===== config.mk =====
export PLATFORM = sky130hd
export DESIGN_NAME = zbt_sram
export DESIGN_NICKNAME = d
export VERILOG_FILES = /design/src/rtl/zbt_sram_pkg.sv /design/src/rtl/zbt_sram_burst.sv /design/src/rtl/zbt_sram_array.sv /design/src/rtl/zbt_sram_fwd.sv /design/src/rtl/zbt_sram.sv
export SDC_FILE = /design/constraint.sdc
export NUM_CORES = 2
export LEC_CHECK = 0
export ABC_CLOCK_PERIOD_IN_PS = 2300
export BUFFER_PORTS_ARGS = -buffer_cell sky130_fd_sc_hd__buf_2
export CAP_MARGIN = 20
export CORE_AREA = 4 4 489 491
export CTS_BUF_LIST = sky130_fd_sc_hd__clkbuf_4 sky130_fd_sc_hd__clkbuf_8
export CTS_CLUSTER_DIAMETER = 30
export DETAILED_ROUTE_END_ITERATION = 8
export DIE_AREA = 0 0 493 495
export GPL_TIMING_DRIVEN = 0
export MAX_ROUTING_LAYER = met4
export PLACE_DENSITY = 0.69
export SYNTH_ARGS = -nofsm -noshare
export SYNTH_HDL_FRONTEND = slang
export SYNTH_SLANG_ARGS = --single-unit

===== constraint.sdc =====
create_clock -name clk_i -period 2.3 [get_ports clk_i]
set_input_delay 0.345 -clock clk_i [delete_from_list [all_inputs] [get_ports clk_i]]
set_output_delay 0.345 -clock clk_i [all_outputs]
set_load 0.01 [all_outputs]

===== src/rtl/zbt_sram_pkg.sv =====
package zbt_sram_pkg;
  localparam int BEAT_W = 2;

  function automatic logic [BEAT_W-1:0] beat_offset(input logic [BEAT_W-1:0] base,
                                                    input logic [BEAT_W-1:0] beat,
                                                    input logic              linear);
    return linear ? BEAT_W'(base + beat) : (base ^ beat);
  endfunction
endpackage


===== src/rtl/zbt_sram_burst.sv =====
module zbt_sram_burst
  import zbt_sram_pkg::*;
#(
  parameter int ADDR_W = 6
) (
  input  logic              clk_i,
  input  logic              rst_ni,
  input  logic              step_i,
  input  logic              load_i,
  input  logic              adv_i,
  input  logic              linear_i,
  input  logic [ADDR_W-1:0] base_i,
  output logic [ADDR_W-1:0] addr_o
);
  logic [ADDR_W-1:0] base_q;
  logic [BEAT_W-1:0] beat_q;
  logic [BEAT_W-1:0] beat_nxt;

  assign beat_nxt = beat_q + BEAT_W'(1);

  always_ff @(posedge clk_i or negedge rst_ni) begin
    if (!rst_ni) begin
      base_q <= '0;
      beat_q <= '0;
    end else if (step_i) begin
      if (load_i) begin
        base_q <= base_i;
        beat_q <= '0;
      end else if (adv_i) begin
        beat_q <= beat_nxt;
      end
    end
  end

  // next beat address, upper bits fixed, wraps inside the 4-word block
  assign addr_o = {base_q[ADDR_W-1:BEAT_W], beat_offset(base_q[BEAT_W-1:0], beat_nxt, linear_i)};
endmodule


===== src/rtl/zbt_sram_array.sv =====
module zbt_sram_array #(
  parameter int ADDR_W = 6,
  parameter int LANES  = 4,
  parameter int LANE_W = 9
) (
  input  logic                    clk_i,
  input  logic                    we_i,
  input  logic [ADDR_W-1:0]       waddr_i,
  input  logic [LANES-1:0]        wmask_i,
  input  logic [LANES*LANE_W-1:0] wdata_i,
  input  logic [ADDR_W-1:0]       raddr_i,
  output logic [LANES*LANE_W-1:0] rdata_o
);
  localparam int DEPTH = 1 << ADDR_W;

  for (genvar g = 0; g < LANES; g++) begin : g_lane
    logic [LANE_W-1:0] mem [DEPTH];

    always_ff @(posedge clk_i) begin
      if (we_i && wmask_i[g]) mem[waddr_i] <= wdata_i[g*LANE_W +: LANE_W];
    end

    assign rdata_o[g*LANE_W +: LANE_W] = mem[raddr_i];
  end
endmodule


===== src/rtl/zbt_sram_fwd.sv =====
module zbt_sram_fwd #(
  parameter int LANES  = 4,
  parameter int LANE_W = 9
) (
  input  logic                    hit_i,
  input  logic [LANES-1:0]        mask_i,
  input  logic [LANES*LANE_W-1:0] arr_i,
  input  logic [LANES*LANE_W-1:0] pend_i,
  output logic [LANES*LANE_W-1:0] data_o
);
  for (genvar g = 0; g < LANES; g++) begin : g_lane
    assign data_o[g*LANE_W +: LANE_W] = (hit_i && mask_i[g]) ? pend_i[g*LANE_W +: LANE_W]
                                                            : arr_i[g*LANE_W +: LANE_W];
  end
endmodule


===== src/rtl/zbt_sram.sv =====
module zbt_sram #(
  parameter int ADDR_W = 6,
  parameter int LANES  = 4,
  parameter int LANE_W = 9
) (
  input  logic                    clk_i,
  input  logic                    rst_ni,
  input  logic                    cken_ni,
  input  logic                    sleep_i,
  input  logic                    adv_ld_i,
  input  logic                    rd_wr_i,
  input  logic                    cs0_ni,
  input  logic                    cs1_i,
  input  logic                    cs2_ni,
  input  logic [LANES-1:0]        lane_we_ni,
  input  logic [ADDR_W-1:0]       addr_i,
  input  logic                    seq_linear_i,
  input  logic                    oe_ni,
  input  logic [LANES*LANE_W-1:0] data_i,
  output logic [LANES*LANE_W-1:0] data_o,
  output logic                    data_oe_o
);
  localparam int DATA_W = LANES * LANE_W;

  logic step, sel, load, advance;
  logic burst_q, rd_q;
  logic [ADDR_W-1:0] burst_addr;

  logic              s0_vld, s0_rd;
  logic [ADDR_W-1:0] s0_addr;
  logic [LANES-1:0]  s0_mask;

  logic              p1_vld_q, p1_rd_q, p2_vld_q, p2_rd_q;
  logic [ADDR_W-1:0] p1_addr_q, p2_addr_q;
  logic [LANES-1:0]  p1_mask_q, p2_mask_q;

  logic              wb_vld_q;
  logic [ADDR_W-1:0] wb_addr_q;
  logic [LANES-1:0]  wb_mask_q;
  logic [DATA_W-1:0] wb_data_q;

  logic [DATA_W-1:0] arr_rdata, fwd_data, out_q;
  logic              out_vld_q, fwd_hit;

  // sleep gates the clock the same way a stall does
  assign step    = ~cken_ni & ~sleep_i;
  assign sel     = ~cs0_ni & cs1_i & ~cs2_ni;
  assign load    = ~adv_ld_i & sel;
  assign advance = adv_ld_i & burst_q;

  assign s0_vld  = load | advance;
  assign s0_rd   = load ? rd_wr_i : rd_q;
  assign s0_addr = load ? addr_i : burst_addr;
  assign s0_mask = ~lane_we_ni;

  zbt_sram_burst #(.ADDR_W(ADDR_W)) u_burst (
    .clk_i   (clk_i),
    .rst_ni  (rst_ni),
    .step_i  (step),
    .load_i  (load),
    .adv_i   (advance),
    .linear_i(seq_linear_i),
    .base_i  (addr_i),
    .addr_o  (burst_addr)
  );

  always_ff @(posedge clk_i or negedge rst_ni) begin
    if (!rst_ni) begin
      burst_q   <= 1'b0;
      rd_q      <= 1'b0;
      p1_vld_q  <= 1'b0;
      p1_rd_q   <= 1'b0;
      p1_addr_q <= '0;
      p1_mask_q <= '0;
      p2_vld_q  <= 1'b0;
      p2_rd_q   <= 1'b0;
      p2_addr_q <= '0;
      p2_mask_q <= '0;
    end else if (step) begin
      if (!adv_ld_i) burst_q <= sel;  // deselect ends any burst
      if (load) rd_q <= rd_wr_i;
      p1_vld_q  <= s0_vld;
      p1_rd_q   <= s0_rd;
      p1_addr_q <= s0_addr;
      p1_mask_q <= s0_mask;
      p2_vld_q  <= p1_vld_q;
      p2_rd_q   <= p1_rd_q;
      p2_addr_q <= p1_addr_q;
      p2_mask_q <= p1_mask_q;
    end
  end

  // data stage: write data captured into a pending buffer, read data registered out
  always_ff @(posedge clk_i or negedge rst_ni) begin
    if (!rst_ni) begin
      wb_vld_q  <= 1'b0;
      wb_addr_q <= '0;
      wb_mask_q <= '0;
      wb_data_q <= '0;
      out_vld_q <= 1'b0;
      out_q     <= '0;
    end else if (step) begin
      wb_vld_q  <= p2_vld_q & ~p2_rd_q;
      out_vld_q <= p2_vld_q & p2_rd_q;
      if (p2_vld_q && !p2_rd_q) begin
        wb_addr_q <= p2_addr_q;
        wb_mask_q <= p2_mask_q;
        wb_data_q <= data_i;
      end
      if (p2_vld_q && p2_rd_q) out_q <= fwd_data;
    end
  end

  zbt_sram_array #(.ADDR_W(ADDR_W), .LANES(LANES), .LANE_W(LANE_W)) u_array (
    .clk_i  (clk_i),
    .we_i   (step & wb_vld_q),
    .waddr_i(wb_addr_q),
    .wmask_i(wb_mask_q),
    .wdata_i(wb_data_q),
    .raddr_i(p2_addr_q),
    .rdata_o(arr_rdata)
  );

  assign fwd_hit = wb_vld_q & (wb_addr_q == p2_addr_q);

  zbt_sram_fwd #(.LANES(LANES), .LANE_W(LANE_W)) u_fwd (
    .hit_i (fwd_hit),
    .mask_i(wb_mask_q),
    .arr_i (arr_rdata),
    .pend_i(wb_data_q),
    .data_o(fwd_data)
  );

  assign data_o    = out_q;
  assign data_oe_o = out_vld_q & ~oe_ni;
endmodule


Word-level counts from Yosys, hierarchy flattened
Memories as Yosys holds them, arrays and structs flattened. A register that Yosys moved wholly into a read port is not among the register bits.
Index checks and enable logic that the tools add are counted.
{"block": "totals", "output_inout_bits": 37, "register_bits": 81, "wordCells": 71, "ramBits": 2304, "mem_count": 4}
{"name": "u_array.g_lane[0].mem", "words": 64, "width": 9, "read_ports": 1, "rd_clocked_by_memory_dff": 1, "write_ports": 1, "line_no": "zbt_sram_array.sv:17", "source": "logic [LANE_W-1:0] mem [DEPTH];"}
{"name": "u_array.g_lane[1].mem", "words": 64, "width": 9, "read_ports": 1, "rd_clocked_by_memory_dff": 1, "write_ports": 1, "line_no": "zbt_sram_array.sv:17"}
{"name": "u_array.g_lane[2].mem", "words": 64, "width": 9, "read_ports": 1, "rd_clocked_by_memory_dff": 1, "write_ports": 1, "line_no": "zbt_sram_array.sv:17"}
{"name": "u_array.g_lane[3].mem", "words": 64, "width": 9, "read_ports": 1, "rd_clocked_by_memory_dff": 1, "write_ports": 1, "line_no": "zbt_sram_array.sv:17"}
{"block": "op_classes", "mux": 13, "add_sub_neg": 2, "n_reduce_logical": 17, "n_bitwise": 19}
{"cell": "AND reduction 2 bit", "count": 5}
{"cell": "AND 1 bit", "count": 9}
{"cell": "two-way mux 1 bit", "count": 9}
{"cell": "NOT 1 bit", "count": 7}
{"cell": "logical AND 1 bit", "count": 6}
{"cell": "two-way mux 2 bit", "count": 3}
{"cell": "two-way mux 6 bit", "count": 1}
{"cell": "logical NOT 1 bit", "count": 5}
{"cell": "NOT 4 bit", "count": 1}
{"cell": "adder 2 x 1 -> 2 bit, second input constant", "count": 1}
{"cell": "adder 2 bit", "count": 1}
{"cell": "nonzero test 2 bit", "count": 1}
{"cell": "bitwise XOR 2 bit", "count": 1}
{"cell": "bitwise OR 1 bit", "count": 1}

Depth between registers and ports, before layout
{"block": "depth", "depth_word": 6, "ltp_mapped": 10, "depth_no_buf": 7}

By module
From an unflattened synthesis, not the netlist that was laid out.
{"block": "hier_totals", "hier_cells": 4396, "hier_area_um2": 93368.3}
{"mod": "zbt_sram_array", "area_per_inst_um2": 88312.2, "instances": 1, "cells_per_inst": 4030}
{"mod": "zbt_sram", "area_per_inst_um2": 4226.6, "instances": 1, "cells_per_inst": 293}
{"mod": "zbt_sram_fwd", "area_per_inst_um2": 430.4, "instances": 1, "cells_per_inst": 40}
{"mod": "zbt_sram_burst", "area_per_inst_um2": 399.1, "instances": 1, "cells_per_inst": 33}

Least setup slack after synthesis
Ideal clock, no wire load.
{"block": "synth_path", "kind": "reg-to-reg", "startpoint": "reg p2_addr_q[2]", "endpoint": "reg out_q[10] (netlist: data_o[10]), read port of u_array.g_lane[1].mem", "n_path_buf": 3, "arrival_ps": 2298, "path_stages_with_launch": 8, "t_required_ps": 2155, "setup_slack_ps": -143, "cell_sequence": "dfrtp_1 buf_2 clkbuf_1 buf_1 mux4_2 mux4_2 a221oi_1 o211ai_1"}
{"element": "start, declared", "line_no": "zbt_sram.sv:34", "source": "logic [ADDR_W-1:0] p1_addr_q, p2_addr_q;"}
{"element": "start signal, assigned", "line_no": "zbt_sram.sv:88", "source": "p2_addr_q <= p1_addr_q;"}
{"element": "end, declared", "line_no": "zbt_sram.sv:42", "source": "logic [DATA_W-1:0] arr_rdata, fwd_data, out_q;"}

==> reports/metrics.yaml <==
status: "finished with violations"
violations: "setup timing"
cp.required_ns: 3.21
crit_type: "register to register"
synth.most_common_cell: "edfxtp_1"
core_sq_um: 235000
cts_max_path_buffers: 4
nets: 5327
numCtsBuffers: 429
skew_ns: 0.106
syn_to_final_growth_pct: 24.2
ys_ff_latch: 2421
clk-insertion-delay-late_ns: 1.09
die-area_sq_um: 244000
via_per_inst: 5.84
wl_per_cell_um: 31.0
vias: 51111
synth_ff_type: "edfxtp_1"
ys_types: 41
synth_nets: 4530
synth_top_area_share_pct: 73.9
ff2ff_path_depth: 6
yosys_warnings: 0
whs_endpoint: "data_o[13]"
drv_slew: 0
place_area_sq_um: 99300
place_congestion: 0.940
synth_area_sq_um: 93600
crit_arrival_ns: 3.85
clock.fmax_ghz: 0.340
rows: 178
ys_seq_area_share_pct: 77.0
hp-start: "cken_ni"
synth_commonest_cells: "edfxtp_1, mux4_2, mux2_2"
ios: 94
grt_usage_pct: 22.1
initial_core_util_pct: 39.9
worstPathMaxFanout: 10
min_path_cells: 6
reg2reg_from: "wb_addr_q[3]"
finalNonFillerCells: 8750
dpl.hpwl_mm: 183
cts-root-buf: "clkbuf_8"
cts.reportedPaths.clkPinSlew_ns: 0.06
fin_area_sq_um: 116000
drtAntennaViolNets: 0
port_buffers: 93
post-route-drc-count: 0
end_kind: "register"
final-setup-viol-count: 2156
grt_first_pass_wirelength_mm: 372
async_flop_share_pct: 4.83
relSlewSlack_pct: 41.6
fin_crit_sh_pct: 128
leakagePower_nw: 36.8
drt_iter0_markers: 6873
ir_drop_v: 0.000972
syn_avg_cell_area_sq_um: 20.9
hold_class: "input pin to register"
die_w_um: 493
die_h_um: 495
dr.pass1.iters: 6
grt_overflow: 0
grt_start_max_net_pins: 65
hold_violations: 0
rsz0062_at_grt: "true"
h-tree-depth: 5
reg2reg_slack_ns: -0.64
worstMarginPinSlew_ns: 0.875
nFillCells: 18096
ys_top_cells_by_area: "edfxtp_1, mux4_2, mux2_2"
max_cap_viol_count: 0
drive_above_1_share_pct: 45.9
clock-sinks: 2421
min_period_ns: 2.94
synth_edf_count: 2304
worst_r2r_endpoint: "data_o[29]"
routed_wl_mm: 271
grt_pass1_vias: 50119
fin_ws_ns: -0.638
cts_tree: "done"
yosys.area.top_type: "edfxtp_1"
antenna_found_initial: 11
synth_cells: 4472
power_density_nw_per_um2: 1090
critPathLaunchType: "register"
dp_cells: 7781
[cells in the final DEF (no fill, tap or decap), types with 12 or more instances in the layout]
cell type	instances
clkinvlp_4	28
dfrtp_1	75
dfrtp_2	42
mux2_2	341
clkbuf_2	37
clkbuf_4	122
buf_2	118
nand2_1	101
mux4_2	504
nor2b_1	38
clkinv_1	77
nand2_2	50
o22ai_1	87
clkinv_2	69
a22o_1	36
a221oi_4	35
clkbuf_1	17
edfxtp_1	2304
a221oi_2	23
nor2_1	67
a221oi_1	14
dlygate4sd3_1	71
o21ai_0	15
o22ai_4	12
buf_12	159
a221o_1	36
buf_16	13
o22ai_2	45
o211ai_1	36
bufinv_16	44
buf_4	63
buf_6	35
nor2_4	260
buf_8	29
clkbuf_8	469
[flip-flops by register name, summed over array words and instances (netlist names)]
signal,count
p1_vld_q,1
p2_rd_q,1
p1_rd_q,1
u_array.g_lane.mem,2304
burst_q,1
p1_addr_q,6
wb_mask_q,4
wb_addr_q,6
p2_addr_q,6
wb_vld_q,1
p2_vld_q,1
data_o,36
u_burst.beat_q,2
out_vld_q,1
u_burst.base_q,6
p2_mask_q,4
wb_data_q,36
p1_mask_q,4
[metal layers]
| layer | global-route usage (%) | part of all wire [%] |
|---|---|---|
| met3 | 5.90 | 11 |
| met5 | - | 0 |
| met1 | 27.5 | 36 |
| met2 | 34.3 | 48 |
| met4 | 9.83 | 5.3 |
[kinds of logic (layout without fill, tap and decap cells)]
| logic type | count (synthesis) | in the layout | synth area share (%) |
|---|---|---|---|
| flops | 2421 | 2421 | 77.0 |
| mux | 851 | 851 | 16.3 |
| simple gates | 573 | 574 | 2.53 |
| compound gates | 355 | 355 | 2.86 |
| buf+inv | 262 | 1381 | 1.20 |
| xor+xnor | 9 | 9 | 0.0842 |
| fa+ha+maj | 1 | 1 | 0.0134 |
| other cells | 0 | 8 | 0 |
[final cells by class]
cell class,instances,area [sq um],share of cell area [%]
Clock inverter,232,2290,1.97
Tap cell,3150,3940,3.39
Multi-Input combinational cell,1790,24000,20.6
Clock buffer,522,6670,5.74
Inverter,1,3.75,0.00323
Sequential cell,2421,72200,62.1
Antenna cell,8,20.0,0.0172
Timing Repair Buffer,378,4870,4.19
Buffer,248,2370,2.03
[how the worst max path moves through the flow]
stage,cells past startpoint,end,startpoint
floorplan,8,data_o[19],p2_addr_q[0]
detailed placement,10,data_o[11],p2_addr_q[0]
finish,6,data_o[29],wb_addr_q[3]
global placement,8,data_o[13],p2_addr_q[2]
global route,7,data_o[15],p2_addr_q[0]
CTS,8,data_o[2],p2_addr_q[0]
[timing repair]
action	CTS	global route
pin swaps	28	143
hold buffers	72	0
setup buffers	20	126
cloned	2	0
hold endpoints to repair	174	0
setup endpoints to repair	2387	2350
gates resized for setup	1003	329
[power breakdown]
part           internal (mW)  switching [mW]
Sequential              54.5            2.55
Clock                   24.1            17.8
Combinational           10.6            17.2
Total                   89.2            37.6
[worst max-delay path, cell delays in order (launching register included)]
cell	delay, ns
dfrtp_2	0.56
xor2_1	0.22
nor4_2	0.57
buf_2	0.46
a31oi_2	0.39
a221oi_1	0.42
o211ai_1	0.14
[stage by stage]
step | hold slack (ns) | setup slack [ns] | setup TNS [ns] | power, mW | util, %
floorplan | 0.0494 | -0.0189 | -0.536 | 69.1 | -
global placement | 0.461 | -2.71 | -3808.49 | 79.2 | 41.8
detailed placement | 0.359 | -2.56 | -3210.81 | 81.2 | 42.3
CTS | 0.00345 | -0.459 | -417.28 | 125 | 48.1
global route | 0.0261 | -0.609 | -96.58 | 130 | 49.5
finish | 0.0822 | -0.638 | -214.60 | 127 | 49.5
Power figures use the tool's default switching activity.
